**src/rtl/cfgx_pkg.sv**
```systemverilog
package cfgx_pkg;
  localparam int DW      = 32;
  localparam int BE_W    = DW / 8;
  localparam int FN_W    = 3;
  localparam int DEV_W   = 5;
  localparam int BUS_W   = 8;
  localparam int FN_LSB  = 12;
  localparam int DEV_LSB = FN_LSB + FN_W;
  localparam int BUS_LSB = DEV_LSB + DEV_W;
  localparam int WIN_LSB = BUS_LSB + BUS_W;
  localparam int REG_W   = FN_LSB - 2;

  typedef enum logic [1:0] {ST_IDLE, ST_ISSUE, ST_WAIT} trk_st_e;

  typedef struct packed {
    logic             we;
    logic [BUS_W-1:0] bus;
    logic [DEV_W-1:0] dev;
    logic [FN_W-1:0]  fn;
    logic [REG_W-1:0] regn;
    logic             ext;
    logic [BE_W-1:0]  be;
    logic [DW-1:0]    data;
  } cfg_req_t;
endpackage

```
**src/rtl/cfgx_ctl_regs.sv**
```systemverilog
module cfgx_ctl_regs
  import cfgx_pkg::*;
#(
  parameter int AW = 32
) (
  input  logic                clk_i,
  input  logic                rst_ni,
  input  logic                we_i,
  input  logic                sel_i,
  input  logic [AW-1:WIN_LSB] wdata_i,
  output logic                en_o,
  output logic [AW-1:WIN_LSB] base_o
);
  always_ff @(posedge clk_i or negedge rst_ni) begin
    if (!rst_ni) begin
      en_o   <= 1'b0;
      base_o <= '0;
    end else if (we_i) begin
      if (sel_i) base_o <= wdata_i;
      else       en_o   <= wdata_i[AW-1];
    end
  end
endmodule

```
**src/rtl/cfgx_decode.sv**
```systemverilog
module cfgx_decode
  import cfgx_pkg::*;
#(
  parameter int AW = 32
) (
  input  logic                en_i,
  input  logic [AW-1:WIN_LSB] base_i,
  input  logic [AW-1:2]       addr_i,
  input  logic                we_i,
  input  logic [BE_W-1:0]     be_i,
  input  logic [DW-1:0]       wdata_i,
  output logic                hit_o,
  output cfg_req_t            req_o
);
  assign hit_o = en_i && (addr_i[AW-1:WIN_LSB] == base_i);

  always_comb begin
    req_o.we   = we_i;
    req_o.bus  = addr_i[WIN_LSB-1:BUS_LSB];
    req_o.dev  = addr_i[BUS_LSB-1:DEV_LSB];
    req_o.fn   = addr_i[DEV_LSB-1:FN_LSB];
    req_o.regn = addr_i[FN_LSB-1:2];
    req_o.ext  = |addr_i[FN_LSB-1:8];
    req_o.be   = be_i;
    req_o.data = wdata_i;
  end
endmodule

```
**src/rtl/cfgx_track.sv**
```systemverilog
module cfgx_track
  import cfgx_pkg::*;
(
  input  logic          clk_i,
  input  logic          rst_ni,
  input  logic          hit_i,
  input  logic          host_vld_i,
  input  cfg_req_t      req_i,
  input  logic          cfg_rdy_i,
  input  logic          cpl_vld_i,
  input  logic          cpl_ur_i,
  input  logic [DW-1:0] cpl_data_i,
  output logic          busy_o,
  output logic          cfg_vld_o,
  output cfg_req_t      req_o,
  output logic          rsp_vld_o,
  output logic [DW-1:0] rsp_data_o
);
  trk_st_e st_q;

  assign busy_o    = (st_q != ST_IDLE);
  assign cfg_vld_o = (st_q == ST_ISSUE);

  always_ff @(posedge clk_i or negedge rst_ni) begin
    if (!rst_ni) begin
      st_q       <= ST_IDLE;
      req_o      <= '0;
      rsp_vld_o  <= 1'b0;
      rsp_data_o <= '0;
    end else begin
      rsp_vld_o <= 1'b0;
      unique case (st_q)
        ST_IDLE: if (host_vld_i && hit_i) begin
          req_o <= req_i;
          st_q  <= ST_ISSUE;
        end
        ST_ISSUE: if (cfg_rdy_i) st_q <= ST_WAIT;
        ST_WAIT: if (cpl_vld_i) begin
          // writes were posted upstream: no response
          rsp_vld_o  <= !req_o.we;
          rsp_data_o <= cpl_ur_i ? '1 : cpl_data_i;
          st_q       <= ST_IDLE;
        end
        default: st_q <= ST_IDLE;
      endcase
    end
  end
endmodule

```
**src/rtl/cfg_window_xlat.sv**
```systemverilog
module cfg_window_xlat
  import cfgx_pkg::*;
#(
  parameter int AW = 32
) (
  input  logic                    clk_i,
  input  logic                    rst_ni,
  input  logic                    ctl_we_i,
  input  logic                    ctl_sel_i,
  input  logic [AW-1:WIN_LSB]     ctl_wdata_i,
  input  logic                    host_vld_i,
  output logic                    host_rdy_o,
  input  logic                    host_we_i,
  input  logic [AW-1:2]           host_addr_i,
  input  logic [BE_W-1:0]         host_be_i,
  input  logic [DW-1:0]           host_wdata_i,
  output logic                    host_rsp_vld_o,
  output logic [DW-1:0]           host_rsp_data_o,
  output logic                    mem_vld_o,
  input  logic                    mem_rdy_i,
  output logic                    mem_we_o,
  output logic [AW-1:2]           mem_addr_o,
  output logic [BE_W-1:0]         mem_be_o,
  output logic [DW-1:0]           mem_wdata_o,
  output logic                    cfg_vld_o,
  input  logic                    cfg_rdy_i,
  output logic                    cfg_we_o,
  output logic [BUS_W-1:0]        cfg_bus_o,
  output logic [DEV_W-1:0]        cfg_dev_o,
  output logic [FN_W-1:0]         cfg_fn_o,
  output logic [REG_W-1:0]        cfg_reg_o,
  output logic                    cfg_ext_o,
  output logic [BE_W-1:0]         cfg_be_o,
  output logic [DW-1:0]           cfg_wdata_o,
  input  logic                    cpl_vld_i,
  input  logic                    cpl_ur_i,
  input  logic [DW-1:0]           cpl_data_i
);
  logic                en;
  logic [AW-1:WIN_LSB] base;
  logic                hit, busy;
  cfg_req_t            req_d, req_q;

  cfgx_ctl_regs #(.AW(AW)) u_regs (
    .clk_i, .rst_ni,
    .we_i(ctl_we_i), .sel_i(ctl_sel_i), .wdata_i(ctl_wdata_i),
    .en_o(en), .base_o(base)
  );

  cfgx_decode #(.AW(AW)) u_dec (
    .en_i(en), .base_i(base), .addr_i(host_addr_i), .we_i(host_we_i),
    .be_i(host_be_i), .wdata_i(host_wdata_i), .hit_o(hit), .req_o(req_d)
  );

  cfgx_track u_trk (
    .clk_i, .rst_ni, .hit_i(hit), .host_vld_i, .req_i(req_d), .cfg_rdy_i,
    .cpl_vld_i, .cpl_ur_i, .cpl_data_i, .busy_o(busy), .cfg_vld_o,
    .req_o(req_q), .rsp_vld_o(host_rsp_vld_o), .rsp_data_o(host_rsp_data_o)
  );

  // everything stalls behind an outstanding configuration request
  assign host_rdy_o  = !busy && (hit || mem_rdy_i);
  assign mem_vld_o   = host_vld_i && !busy && !hit;
  assign mem_we_o    = host_we_i;
  assign mem_addr_o  = host_addr_i;
  assign mem_be_o    = host_be_i;
  assign mem_wdata_o = host_wdata_i;

  assign cfg_we_o    = req_q.we;
  assign cfg_bus_o   = req_q.bus;
  assign cfg_dev_o   = req_q.dev;
  assign cfg_fn_o    = req_q.fn;
  assign cfg_reg_o   = req_q.regn;
  assign cfg_ext_o   = req_q.ext;
  assign cfg_be_o    = req_q.be;
  assign cfg_wdata_o = req_q.data;
endmodule


```
**config.mk**
```make
export PLATFORM = sky130hd
export DESIGN_NAME = cfg_window_xlat
export DESIGN_NICKNAME = d
export VERILOG_FILES = /design/src/rtl/cfgx_pkg.sv /design/src/rtl/cfgx_ctl_regs.sv /design/src/rtl/cfgx_decode.sv /design/src/rtl/cfgx_track.sv /design/src/rtl/cfg_window_xlat.sv
export SDC_FILE = /design/constraint.sdc
export NUM_CORES = 1
export LEC_CHECK = 0
export ABC_CLOCK_PERIOD_IN_PS = 2790
export BUFFER_PORTS_ARGS = -buffer_cell sky130_fd_sc_hd__buf_4
export CAP_MARGIN = 20
export CORE_AREA = 2 2 107 109
export DETAILED_ROUTE_END_ITERATION = 8
export DIE_AREA = 0 0 109 111
export HOLD_SLACK_MARGIN = 0.03
export PLACE_DENSITY_LB_ADDON = 0.15
export SETUP_SLACK_MARGIN = 0.1
export SYNTH_ARGS = -nofsm -noshare
export SYNTH_HDL_FRONTEND = slang
export SYNTH_SLANG_ARGS = --single-unit
```
**constraint.sdc**
```tcl
create_clock -name clk_i -period 2.79 [get_ports clk_i]
set_clock_uncertainty 0.1 [all_clocks]
set_input_delay 0.279 -clock clk_i [delete_from_list [all_inputs] [get_ports clk_i]]
set_output_delay 0.279 -clock clk_i [all_outputs]
set_load 0.02 [all_outputs]
```
==> flow_metrics.tcl <==
set metrics [dict create \
    pre_cts_slack_ns 0.8789 \
    port_buffers 278 \
    cap_violations 0 \
    synth-xor-area-share_pct 0.7739 \
    syn_area_um2 4527 \
    die_area_um2 12100 \
    p_total_w 0.006347 \
    setup_tns_ns 0 \
    max_slew_margin_pct 59.13 \
    grt_max_degree 66 \
    ys_ff_latch 104 \
    cts_tree "yes" \
    crit_arrival_ns 2.01 \
    finalNetCount 698 \
    drtIter0Drc 75 \
    dieWidth_um 109 \
    setup_slack_ns 0.8990 \
    post-route-min-period_ns 1.891 \
    ff2ff_path_depth 5 \
    track_usage_pct 18.09 \
    ios 279 \
    cp_slowest_stage_delay_ns 0.40 \
    yosysWarnings 0 \
    synthCells 376 \
    crit_cells 5 \
    postCtsSetupBuffers 0 \
    diodes 0 \
    cts_buffers 9 \
    period_share_pct 67.78 \
    finalSetupViolations 0 \
    path_delay_family "simple AND/OR/NAND/NOR gates" \
    vias_per_cell 4.576 \
    crit_required_ns 2.91 \
    clockRootBuffer "clkbuf_16" \
    htree_num_levels 3 \
    p_leak_nw 3.490 \
    clockBufferDepth 2 \
    path_clk_slew_ns 0.07 \
    rsz0062_at_grt "false" \
    crit_slowest_cell "dfrtp_1" \
    place_congestion 0.7310 \
    hold_viol 0 \
    path_class "flop to flop" \
    routedWlPerCell_um 14.74 \
    synth-adder-area-share_pct 0 \
    grt_overflow 0 \
    path_cells "nor2_1 > nand2_1 > nor3_4 > buf_12 > mux2_1" \
    drv_slew 0 \
    hold_path.class "primary input to flop" \
    synthToLayoutAreaGrowth_pct 44.94 \
    ys_seq_area_share_pct 57.49 \
    syn_area_per_cell_um2 12.04 \
    hold_depth 2 \
    worstPathMaxFanout 57 \
    setup.worst_path.start_class "flop" \
    fp-row-count 39 \
    power_density_nw_per_um2 967.3 \
    drc_errors 0 \
    start_util_pct 40.87 \
    fmax_ghz 0.5288 \
    vias 3354 \
    synthSimpleGateAreaFrac_pct 7.048 \
    core-area_um2 11080 \
    endpoint_kind "flop" \
    timing_worst_slew_pin_value_ns 0.6130 \
    clock-sinks 104 \
    clock_latency_ns 0.34 \
    ir_drop_mv 0.4434 \
    antenna_found_initial 0 \
    synth_cell_types 20 \
    wl_um 10810 \
    status "finished, final reports clean" \
    drive_above_1_share_pct 53.90 \
    syn_nets 488 \
    grt_pass1_wl_um 16970 \
    synth_top_family_by_area "multiplexers" \
    die_y_um 111 \
    ant_nets 0 \
    synth-compound-area-share_pct 3.980 \
    first_global_vias 3381 \
    synth.area.mux_share_pct 17.16 \
    path_buf_inv 1 \
    dr.pass1.iters 4 \
    dp_hpwl_um 8428 \
]
==> synthesized netlist by cell type, drive strengths merged <==
cell,n,area [µm²]
o21ai,33,165.2
nand3b,1,7.510
nand2,36,135.1
nor2,36,135.1
dfrtp,104,2603
xnor2,4,35.03
nand3,1,5.000
inv,1,3.750
nor2b,2,12.51
nor3,1,10.01
or4,1,7.510
mux2,69,777.0
o21a,1,7.510
buf,74,571.8
a21o,1,7.510
nand2b,1,6.260
clkbuf,10,37.54
==> registers in the layout, indices dropped and copies added (netlist names) <==
| signal | flops |
|---|---|
| u_regs.base_o | 4 |
| u_regs.en_o | 1 |
| u_trk.req_o | 64 |
| u_trk.rsp_data_o | 32 |
| u_trk.rsp_vld_o | 1 |
| u_trk.st_q | 2 |
==> per-stage QoR <==
stage	util (%)	instances	hold WS (ns)	instance area, µm²
6_report	59.23	733	0.03919	6561
5_1_grt	59.23	733	0.04943	6561
4_1_cts	59.23	733	0.03291	6561
3_5_place_dp	56.38	717	0.2326	6245
3_3_place_gp	56.38	717	0.2315	6245
2_1_floorplan	-	376	-0.1166	4527
==> layout make-up <==
type / count / area (µm²)
Fill cell: 971 / 4516
Sequential cell: 104 / 2603
Timing Repair Buffer: 283 / 2152
Multi-Input combinational cell: 187 / 1318
Clock buffer: 12 / 266.5
Tap cell: 143 / 178.9
Clock inverter: 3 / 40.04
Inverter: 1 / 3.754
==> power breakdown <==
part / switching [W] / internal [W] / leakage (nW)
combinational: 0.00142 / 0.00121 / 2.02
clock: 0.000526 / 0.000761 / 0.154
sequential: 0.000316 / 0.00212 / 1.32
==> timing repair <==
| action | in CTS | in global routing |
|---|---|---|
| gates resized for setup | 0 | 0 |
| setup endpoints to repair | 0 | 0 |
| hold endpoints to repair | 47 | 0 |
| hold buffers | 1 | 0 |
==> cell usage in the layout (no fill, tap or decap), types with 2 or more instances in the layout <==
master     netlist  layout
dfrtp_1        104     104
clkinv_2         0       2
nor2_1          36      36
o21ai_0         33      33
xnor2_1          4       4
mux2_1          49      49
buf_12           0       2
buf_4           68     280
clkbuf_8         0       3
mux2_2          20      20
clkbuf_16        0       9
nand2_1         36      36
nor2b_1          2       2
==> metal layers <==
metal | track usage [%] | part of all wire [%] | vias up
li1 | - | - | 1590
met1 | 20.61 | 37 | 1586
met2 | 31.55 | 51 | 163
met3 | 5.115 | 10 | 15
met4 | 7.009 | 1.7 | 0
met5 | 0 | 0 | -
==> final timing paths <==
| kind | from | end | slack [ns] |
|---|---|---|---|
| max in group asynchronous | rst_ni | u_trk.rsp_data_o[3] | 1.47 |
| worst max register to register | u_trk.st_q[1] | u_trk.req_o[7] | 0.90 |
| worst max-delay path | u_trk.st_q[1] | u_trk.req_o[7] | 0.90 |
| worst min-delay path | cpl_vld_i | u_trk.st_q[1] | 0.04 |
| worst min register to register | u_trk.req_o[63] | u_trk.rsp_vld_o | 0.35 |
| min in group asynchronous | rst_ni | u_trk.req_o[23] | 0.38 |
==> kinds of logic after synthesis <==
logic type | after synthesis
compound gates | 35
flops | 104
simple gates | 79
mux | 69
xor+xnor | 4
buf+inv | 85
(Power assumes the default switching activity.)
